**config.mk**
```make
export PLATFORM = sky130hd
export DESIGN_NAME = pipe3_flow_ctrl
export DESIGN_NICKNAME = d
export VERILOG_FILES = /design/src/rtl/pipe3_pkg.sv /design/src/rtl/pipe3_fetch_pc.sv /design/src/rtl/pipe3_slot.sv /design/src/rtl/pipe3_redirect.sv /design/src/rtl/pipe3_flow_ctrl.sv
export SDC_FILE = /design/constraint.sdc
export NUM_CORES = 1
export LEC_CHECK = 0
export BUFFER_PORTS_ARGS = -buffer_cell sky130_fd_sc_hd__buf_2
export CAP_MARGIN = 20
export CORE_ASPECT_RATIO = 0.6
export CORE_MARGIN = 2
export CORE_UTILIZATION = 35
export CTS_BUF_LIST = sky130_fd_sc_hd__clkbuf_4 sky130_fd_sc_hd__clkbuf_8
export DETAILED_ROUTE_END_ITERATION = 10
export SYNTH_ARGS = -nofsm -noshare
export SYNTH_HDL_FRONTEND = slang
export SYNTH_HIERARCHICAL = 1
export SYNTH_SLANG_ARGS = --single-unit
```
**constraint.sdc**
```tcl
create_clock -name clk -period 11.4 [get_ports clk]
set_clock_uncertainty 0.2 [all_clocks]
set_input_delay 1.14 -clock clk [delete_from_list [all_inputs] [get_ports clk]]
set_output_delay 1.14 -clock clk [all_outputs]
set_load 0.01 [all_outputs]
```
**src/rtl/pipe3_pkg.sv**
```systemverilog
package pipe3_pkg;
  parameter int unsigned PC_W       = 32;
  parameter int unsigned INSTR_W    = 32;
  parameter int unsigned WORD_BYTES = 4;
  parameter int unsigned VIEW_AHEAD = 2;
  localparam int unsigned ALIGN_BITS = $clog2(WORD_BYTES);

  typedef logic [PC_W-1:0]    pc_t;
  typedef logic [INSTR_W-1:0] instr_t;

  typedef struct packed {
    logic   vld;
    pc_t    addr;
    instr_t instr;
  } slot_t;

  // force word alignment
  function automatic pc_t pc_align(input pc_t a);
    pc_t r;
    r = a;
    r[ALIGN_BITS-1:0] = '0;
    return r;
  endfunction

  // address of the following instruction
  function automatic pc_t pc_step(input pc_t a);
    return pc_align(a) + pc_t'(WORD_BYTES);
  endfunction

  // program counter as read by an executing instruction
  function automatic pc_t pc_view(input pc_t a);
    return a + pc_t'(WORD_BYTES * VIEW_AHEAD);
  endfunction
endpackage

```
**src/rtl/pipe3_fetch_pc.sv**
```systemverilog
module pipe3_fetch_pc
  import pipe3_pkg::*;
#(
  parameter pc_t RESET_ADDR = '0,
  parameter pc_t VEC_ADDR   = pc_t'(32'h18)
) (
  input  logic clk,
  input  logic rst,
  input  logic advance,
  input  logic br_fire,
  input  pc_t  br_target,
  input  logic irq_ack,
  output pc_t  fetch_addr,
  output logic fetch_valid
);
  pc_t  pc_q;
  logic vld_q;

  always_ff @(posedge clk) begin
    if (rst) begin
      pc_q  <= pc_align(RESET_ADDR);
      vld_q <= 1'b0;
    end else if (advance) begin
      if (irq_ack) begin
        pc_q  <= pc_align(VEC_ADDR);
        vld_q <= 1'b1;
      end else if (br_fire) begin
        pc_q  <= pc_align(br_target);
        vld_q <= 1'b1;
      end else if (!vld_q) begin
        vld_q <= 1'b1;
      end else begin
        pc_q <= pc_step(pc_q);
      end
    end
  end

  assign fetch_addr  = pc_align(pc_q);
  assign fetch_valid = vld_q;
endmodule

```
**src/rtl/pipe3_slot.sv**
```systemverilog
module pipe3_slot
  import pipe3_pkg::*;
(
  input  logic  clk,
  input  logic  rst,
  input  logic  advance,
  input  logic  kill,
  input  slot_t slot_in,
  output slot_t slot_out
);
  slot_t q;

  always_ff @(posedge clk) begin
    if (rst) begin
      q.vld <= 1'b0;
    end else if (advance) begin
      q.vld <= slot_in.vld & ~kill;
    end
  end

  always_ff @(posedge clk) begin
    if (advance) begin
      q.addr  <= slot_in.addr;
      q.instr <= slot_in.instr;
    end
  end

  assign slot_out = q;
endmodule

```
**src/rtl/pipe3_redirect.sv**
```systemverilog
module pipe3_redirect
  import pipe3_pkg::*;
(
  input  logic rst,
  input  logic stall,
  input  logic irq,
  input  logic ex_vld,
  input  logic br_taken,
  input  pc_t  br_target,
  input  logic dec_vld,
  input  pc_t  dec_addr,
  input  pc_t  fetch_addr,
  output logic advance,
  output logic br_fire,
  output logic irq_ack,
  output logic kill,
  output pc_t  ret_next
);
  always_comb begin
    advance = ~stall;
    br_fire = ~rst & ~stall & ex_vld & br_taken;
    irq_ack = ~rst & ~stall & irq;
    kill    = br_fire | irq_ack;
    if (br_fire)      ret_next = pc_align(br_target);
    else if (dec_vld) ret_next = dec_addr;
    else              ret_next = fetch_addr;
  end
endmodule

```
**src/rtl/pipe3_flow_ctrl.sv**
```systemverilog
module pipe3_flow_ctrl
  import pipe3_pkg::*;
#(
  parameter pc_t RESET_ADDR = '0,
  parameter pc_t VEC_ADDR   = pc_t'(32'h18)
) (
  input  logic               clk,
  input  logic               rst,
  input  logic               imem_stall,
  input  logic [INSTR_W-1:0] imem_rdata,
  input  logic               br_taken,
  input  logic [PC_W-1:0]    br_target,
  input  logic               irq,
  output logic [PC_W-1:0]    imem_addr,
  output logic               ex_valid,
  output logic [PC_W-1:0]    ex_addr,
  output logic [INSTR_W-1:0] ex_instr,
  output logic [PC_W-1:0]    ex_pc_view,
  output logic               ex_retire,
  output logic               irq_ack,
  output logic [PC_W-1:0]    irq_ret_addr
);
  localparam int unsigned NSTAGE = 3;

  // named internal events
  logic  advance, br_fire, kill, fetch_valid;
  pc_t   fetch_addr, ret_next, ret_q;
  slot_t chain [NSTAGE];

  pipe3_fetch_pc #(.RESET_ADDR(RESET_ADDR), .VEC_ADDR(VEC_ADDR)) u_fetch (
    .clk(clk), .rst(rst), .advance(advance), .br_fire(br_fire),
    .br_target(br_target), .irq_ack(irq_ack),
    .fetch_addr(fetch_addr), .fetch_valid(fetch_valid)
  );

  assign chain[0] = '{vld: fetch_valid, addr: fetch_addr, instr: imem_rdata};

  // decode then execute slot
  for (genvar g = 1; g < NSTAGE; g++) begin : g_slot
    pipe3_slot u_slot (
      .clk(clk), .rst(rst), .advance(advance), .kill(kill),
      .slot_in(chain[g-1]), .slot_out(chain[g])
    );
  end

  pipe3_redirect u_redir (
    .rst(rst), .stall(imem_stall), .irq(irq),
    .ex_vld(chain[2].vld), .br_taken(br_taken), .br_target(br_target),
    .dec_vld(chain[1].vld), .dec_addr(chain[1].addr), .fetch_addr(fetch_addr),
    .advance(advance), .br_fire(br_fire), .irq_ack(irq_ack), .kill(kill),
    .ret_next(ret_next)
  );

  always_ff @(posedge clk) begin
    if (rst)          ret_q <= '0;
    else if (irq_ack) ret_q <= ret_next;
  end

  assign imem_addr    = fetch_addr;
  assign ex_valid     = chain[2].vld;
  assign ex_addr      = chain[2].addr;
  assign ex_instr     = chain[2].instr;
  assign ex_pc_view   = pc_view(chain[2].addr);
  assign ex_retire    = chain[2].vld & advance;
  assign irq_ret_addr = ret_q;
endmodule

```
==> metrics.md, run 1 <==
| Metric | Value |
|---|---|
| Pre-CTS setup slack | ~6.2 ns |
| Layout area overhead | 19.5% |
| Die area | about 27000 um^2 |
| Via count | 6252 |
| Layout cell share with drive strength beyond 1 | 39.5% |
| Min Tclk post-route | 4.68 ns |
| # setup viols final | 0 |
| Core Area | between 20000 and 25000 um^2 |
| Worst Setup End Kind | flip-flop |
| XOR/XNOR Fraction of Synth Area | between 3 and 4% |
| Initial Util | approximately 36% |
| Total GRT Usage | a little under a fifth |
| Worst reg-to-reg path cell count | 8 |
| Max Clk Rate | roughly 210 MHz |
| H-tree depth | 4 |
| Setup TNS | 0 ns |
| CTS tree | done |
| Status | finished clean |
| Post-synth design cell area | ~8800 um^2 |
| Worst-Skew Late Latency | 0.51 ns |
| Final WL | about 25 mm |
| PD cells | 129 nW/um^2 |
| Clock buffer depth | 2 |
| Setup Buffers After CTS | 0 |
| Post-Synth Adder-Cell Area | 0.283% |
| Vias in the first global route | between 5000 and 6000 |
| First-pass GRT wire length | between 30 and 40 mm |
| IR drop worst, VDD | about 0.076 mV |
| Sequential fraction of the synthesis area | 58.3% |
| Tcrit/Tclk final | slightly above 40% |
| Die height | roughly 130 um |
| CTS clk-pin slew, worst paths | 0.11 ns |
| GPL Wtd Cong | 0.906 |
| Final #Nets | ~960 |
| Static Leakage | 4.25 nW |
| Pin count of the biggest net entering global routing | slightly below 80 |
| RR Endpoint | u_fetch/pc_q[30] |
| Critical path class | input port to flip-flop |
| GRT overflow | 0 |
| Crit. Startpoint | rst |
| RSZ-0062 raised after global routing | false |
| Mapped Cells | roughly 670 |
| Overall Power | ~1.4 mW |
| Hold Fails Final Rpt | 0 |
| Worst-margin pin slew | 0.975 ns |
| Post-synth EDFFs | 128 |
| Slew Limit Fails | 0 |
| Num CTS Buffers | 17 |
| Critical Path RT | 11.60 ns |
| Worst Setup EP | u_fetch/pc_q[30] |
| Synth Area in Compound Gates | approximately 6.7% |
| Critical path startpoint category | input port |
| Synth Area per Inst | between 10 and 15 um^2 |
| # rows | 44 |
| Final Util | a little over two fifths |
| # clock sinks | approximately 190 |
| CP Max Fanout | 60 |
| Total iterations of the first detailed-routing run | 5 |
| Initial antenna violation count | 2 |
| Post-Synth Simple-Gate Area | between 10% and 20% |
| WL/cell | ~20 um |
| Detailed placer's ending HPWL | 17.5 mm |
| Antenna Nets Post-Route | 0 |
| Yosys synthesis warning count | 6 |
| Io pins | between 200 and 250 |
| DR iter-0 viols | between 600 and 700 |
| # port buffers | roughly 230 |
| FFs w/ async S/R, synth | 0% |
| Worst setup margin | about 6.7 ns |
| Yosys reg bits | approximately 190 |
| Worst hold margin | around 0.22 ns |
| Largest family of logic cells by synthesized area | multiplexers |
| Number of library cell types mapped by synthesis | 70 |
| Root buf cell | clkbuf_8 |
| Inserted Diodes | 0 |
| Ys flop type | edfxtp_1 |
| Proportion of synthesized area in mux cells | 14.1% |
| Worst min path class | flip-flop to flip-flop |
| Hold_buf cts | 0 |
| Max transition margin | approximately 35% |
| Max Cap Viol | 0 |
| CTS resizes | 0 |
| Die Wd | around 210 um |
| DR vias/cell | a little over 5 |
| RR Startpoint | g_slot[2].u_slot/slot_out[64] |
| Detailed-route DRC error count | 0 |
| Critical path arrival | 4.88 ns |
| Reg-to-reg setup timing slack | 7.85 ns |
## metrics by stage
| stage | instance area, um^2 | std cells |
|---|---|---|
| after floorplan | 8830 | 666 |
| after CTS | 10600 | 1219 |
| final | 10600 | 1219 |
| after global routing | 10600 | 1219 |
| after global placement | 10200 | 1187 |
| after detailed placement | 10200 | 1187 |
## cells in the mapped netlist, types with 3 or more instances
cell	instances	area, um^2
a21oi_1	10	50.1
a22o_1	3	26.3
a22oi_1	15	113
a32oi_1	3	26.3
and3_1	6	37.5
and4_1	3	26.3
buf_1	4	15.0
buf_12	3	60.1
buf_2	4	20.0
buf_4	10	75.1
buf_6	4	45.0
clkbuf_1	5	18.8
clkbuf_8	3	41.3
dfxtp_1	65	1300
edfxtp_1	128	3840
inv_1	14	52.6
mux2_4	56	841
mux2i_1	36	360
nand2_1	32	120
nand2b_1	3	18.8
nand3_1	28	140
nand3b_1	3	22.5
nand4_1	15	93.8
nor2_1	60	225
nor3_1	19	95.1
nor4_1	7	43.8
nor4_2	3	37.5
nor4_4	3	63.8
o21ai_0	18	90.1
o21ai_1	3	15.0
o22ai_1	6	37.5
o22ai_2	3	37.5
o31ai_1	3	22.5
o32ai_1	3	26.3
xnor2_1	21	184
xor2_1	17	149
## final cells by class
| class | instances | area, um^2 |
|---|---|---|
| clock buffer | 22 | 297 |
| fill | 2351 | 13900 |
| clock inverter | 10 | 103 |
| sequential | 193 | 5150 |
| tap | 322 | 403 |
| timing repair buffer | 233 | 1180 |
| inverter | 15 | 61.3 |
| multi-input combinational | 424 | 3360 |
## per-layer routing
layer	up-vias	wire length [um]	GRT usage, %
met2	260	9550	24.3
met4	4	276	5.46
met3	23	2470	7.74
li1	2940	-	-
met5	-	23	0
met1	3025	12300	27.7
## cell usage in the layout, fill, tap and decap left out, drive strengths merged, types with 3 or more instances in the layout
| master | count |
|---|---|
| o22ai | 9 |
| mux2i | 36 |
| buf | 233 |
| nor3 | 20 |
| mux2 | 60 |
| edfxtp | 128 |
| o31ai | 4 |
| xnor2 | 21 |
| nand2b | 3 |
| a32oi | 3 |
| a22oi | 15 |
| nand2 | 32 |
| clkinv | 7 |
| dfxtp | 65 |
| nand3 | 28 |
| nor2 | 61 |
| inv | 15 |
| nor4 | 13 |
| a22o | 3 |
| o32ai | 3 |
| o21ai | 21 |
| clkbuf | 22 |
| nand3b | 3 |
| a21oi | 12 |
| and2 | 3 |
| and3 | 8 |
| nand4 | 18 |
| and4 | 6 |
| xor2 | 17 |
## worst max-delay path, cell delays in order
cell and delay [ns]:
buf_2 0.07, buf_4 0.61, nand4bb_4 0.28, buf_4 0.53
inv_1 0.57, o31ai_4 0.88, nand2_1 0.32, nand2_1 0.19
nand3_1 0.09, o311ai_0 0.11
## flip-flops by register name, summed over array words and instances, names as in the netlist
signal,count
u_fetch/fetch_valid,1
g_slot.u_slot/slot_out,130
u_fetch/pc_q,30
irq_ret_addr,32
## cell families after synthesis
kind of cell | count (synthesis)
flip-flops | 193
multiplexers | 96
XOR/XNOR | 38
buffers and inverters | 49
AO/OA/AOI/OAI | 84
other | 1
adder cells (fa/ha/maj) | 2
AND/OR/NAND/NOR | 202
## power by group
group / switching [mW] / internal [mW] / leakage [nW]
clock: 0.259 / 0.201 / 0.199
sequential: 0.0203 / 0.778 / 1.80
combinational: 0.0619 / 0.0425 / 2.25
## worst min-delay path by stage
stage | from | endpoint | slack (ns) | cells past startpoint
after floorplan | g_slot[1].u_slot/slot_out[0] | g_slot[2].u_slot/slot_out[0] | 0.20 | 0
after global placement | g_slot[1].u_slot/slot_out[6] | g_slot[2].u_slot/slot_out[6] | 0.20 | 0
after detailed placement | g_slot[1].u_slot/slot_out[14] | g_slot[2].u_slot/slot_out[14] | 0.20 | 0
after CTS | g_slot[1].u_slot/slot_out[17] | g_slot[2].u_slot/slot_out[17] | 0.23 | 0
after global routing | g_slot[1].u_slot/slot_out[27] | g_slot[2].u_slot/slot_out[27] | 0.23 | 0
final | g_slot[1].u_slot/slot_out[22] | g_slot[2].u_slot/slot_out[22] | 0.22 | 0
Note: power is estimated with default switching activity, not from simulation.
==> run 2: changes to the inputs <==
==> constraint.sdc (replaced) <==
create_clock -name clk -period 4 [get_ports clk]
set_clock_uncertainty 0.2 [all_clocks]
set_input_delay 0.4 -clock clk [delete_from_list [all_inputs] [get_ports clk]]
set_output_delay 0.4 -clock clk [all_outputs]
set_load 0.01 [all_outputs]
==> metrics.md, run 2 (synthesized netlist as in run 1, its figures left out) <==
| Metric | Value |
|---|---|
| Status | finished clean |
| Final #Nets | 999 (+4.6%) |
| Buffer and inverter count on the worst path | 1 (-3) |
| CP delay by family, top | simple AND/OR/NAND/NOR gates |
| Num CTS Buffers | 17 (unchanged) |
| Crit. Startpoint | g_slot[2].u_slot/slot_out[37] |
| First-pass GRT wire length | 37.3 mm (+1.7%) |
| Layout area overhead | 24.4% |
| Antenna Nets Post-Route | 0 (unchanged) |
| Io pins | 232 (unchanged) |
| Tcrit/Tclk final | between 70% and 80% |
| Hold Fails Final Rpt | 0 (unchanged) |
| Power Internal | 3.00 mW (+190%) |
| CTS resizes | 0 (unchanged) |
| Setup TNS | 0 ns (unchanged) |
| DR iter-0 viols | 500 (-24%) |
| Initial Util | 36.0% (unchanged) |
| CTS clk-pin slew, worst paths | 0.09 ns (-0.02 ns) |
| Layout cell share with drive strength beyond 1 | 38.2% (-1.3 points) |
| Slowest Stage Delay on Critical Path | 0.55 ns (-0.33 ns) |
| CP Max Fanout | 11 (-82%) |
| Worst min path class | input port to flip-flop |
| # setup viols final | 0 (unchanged) |
| Worst setup margin | 0.837 ns (-5.88 ns) |
| Combinational Power Share | 8.4% (+0.7 points) |
| Critical path class | flip-flop to primary output |
| Slew Limit Fails | 0 (unchanged) |
| Initial antenna violation count | 1 (-1) |
| Via count | 6472 (+3.5%) |
| Pin count of the biggest net entering global routing | 101 (+31%) |
| Min-delay src | br_target[16] |
| Most frequent cells in the layout | 227 x buf_2, 128 x edfxtp_1, 64 x dfxtp_1 |
| PD cells | 357 nW/um^2 (+180%) |
| Total GRT Usage | 18.7% (+0.080 points) |
| GRT overflow | 0 (unchanged) |
| Most common cell after layout, fill and taps aside | buf_2 |
| GPL Wtd Cong | 0.878 (-3.1%) |
| Clock buffer depth | 2 (unchanged) |
| Inserted Diodes | 0 (unchanged) |
| # port buffers | 227 (unchanged) |
| Max transition margin | 38.0% (+3.4 points) |
| Critical path startpoint category | flip-flop |
| H-tree depth | 4 (unchanged) |
| Max Cap Viol | 0 (unchanged) |
| IR drop worst, VDD | 0.222 mV (+190%) |
| CTS tree | done |
| Max Clk Rate | between 300 and 400 MHz |
| Total iterations of the first detailed-routing run | 5 (unchanged) |
| Clock share of power | 33.6% (about the same) |
| Detailed placer's ending HPWL | 17.8 mm (+1.9%) |
| Static Leakage | 4.44 nW (+4.7%) |
| Worst Setup End Kind | primary output |
| Worst-Skew Late Latency | 0.49 ns (-0.02 ns) |
| Crit-path slowest cell | nand4_1 |
| Max FFs per register | 130 (unchanged) |
| # rows | 44 (unchanged) |
| Core Area | 24500 um^2 (unchanged) |
| Final WL | 24.9 mm (+1.0%) |
| Critical Path RT | 3.40 ns (-8.20 ns) |
| Pre-CTS setup slack | 1.08 ns (-5.13 ns) |
| RSZ-0062 raised after global routing | false |
| WL/cell | 19.7 um (-2.5%) |
| Die height | 127 um (unchanged) |
| Min Tclk post-route | ~3.2 ns |
| Reg power frac | 58.0% (-0.6 points) |
| Worst-margin pin slew | 0.926 ns (-0.0494 ns) |
| # fillers | 2287 (-2.7%) |
| Crit path cell chain | and4_1, nand4_1, nor4_1, xnor2_1, buf_2 |
| DR vias/cell | 5.12 (about the same) |
| Root buf cell | clkbuf_8 |
| Die area | 26500 um^2 (unchanged) |
| # clock sinks | 193 (unchanged) |
| Vias in the first global route | 5989 (+2.9%) |
| P_sw | 0.915 mW (+170%) |
| Switching Fraction | 23.4% (-1.7 points) |
| Detailed-route DRC error count | 0 (unchanged) |
| Die Wd | 209 um (unchanged) |
| RR Startpoint | g_slot[2].u_slot/slot_out[64] |
| Critical path arrival | 2.56 ns (-2.32 ns) |
[run 2: cell count changes in the layout (fill, tap and decap cells not counted)]
cell / previous run / this run
clkinv_1: 1 / 2
nor3_2: 2 / 1
inv_4: 0 / 1
buf_12: 0 / 1
clkinv_4: 5 / 0
buf_4: 6 / 12
clkbuf_4: 1 / 7
clkbuf_8: 21 / 19
dlygate4sd3_1: 0 / 37
nor3_1: 18 / 19
inv_6: 2 / 0
bufinv_16: 1 / 2
[run 2: metal layers]
| layer | global-route usage [%] | vias up | routed length [um] |
|---|---|---|---|
| met3 | 6.10 | 13 | 2040 |
| met2 | 25.3 | 265 | 10100 |
| met5 | 0 | - | 13 |
| li1 | - | 3012 | - |
| met4 | 3.61 | 2 | 180 |
| met1 | 28.8 | 3180 | 12500 |
[run 2: cell type report]
class | instances | area, um^2 | share of cell area (%)
clock buffers | 26 | 314 | 2.86
clock inverters | 6 | 82.6 | 0.752
multi-input cells | 424 | 3350 | 30.6
flip-flops and latches | 193 | 5150 | 46.9
inverters | 15 | 60.1 | 0.547
repair buffers | 277 | 1620 | 14.7
well taps | 322 | 403 | 3.67
[run 2: final timing paths]
path | end | slack [ns] | cells after the start
setup reg to reg | u_fetch/pc_q[23] | 1.39 | 7
hold reg to reg | g_slot[2].u_slot/slot_out[21] | 0.21 | 0
hold / removal | u_fetch/pc_q[16] | 0.04 | 3
setup / recovery | ex_pc_view[20] | 0.84 | 5
[run 2: worst register-to-register path: cells and delay by family (launching register included)]
kind | cells | cell delay [ns]
buffers and inverters | 3 | 0.82
AOI/OAI and AO/OA | 2 | 0.35
and+or+nand+nor | 2 | 0.75
DFF | 1 | 0.44
[run 2: power by group through the flow]
stage	registers, mW	logic, mW	clock network [mW]
after floorplan	2.32	0.152	0
after global placement	2.31	0.302	0
after detailed placement	2.32	0.303	0
after CTS	2.27	0.332	1.36
after global routing	2.28	0.355	1.43
final	2.27	0.330	1.31
[run 2: through the flow]
stage          cell area (um^2)  hold slack [ns]  power, mW  cells  utilization, %
3_5_place_dp              10200            0.205       2.62   1194            41.7
5_1_grt                   11000           0.0253       4.07   1263            44.8
4_1_cts                   11000          0.00216       3.96   1263            44.8
6_report                  11000           0.0429       3.92   1263            44.8
3_3_place_gp              10200            0.200       2.61   1194            41.7
2_1_floorplan              8830            0.200       2.48    666               -
[run 2: repair_timing]
item	4_1_cts	5_1_grt
setup buffers	0	0
hold buffers	37	0
endpoints found under the hold margin	37	0
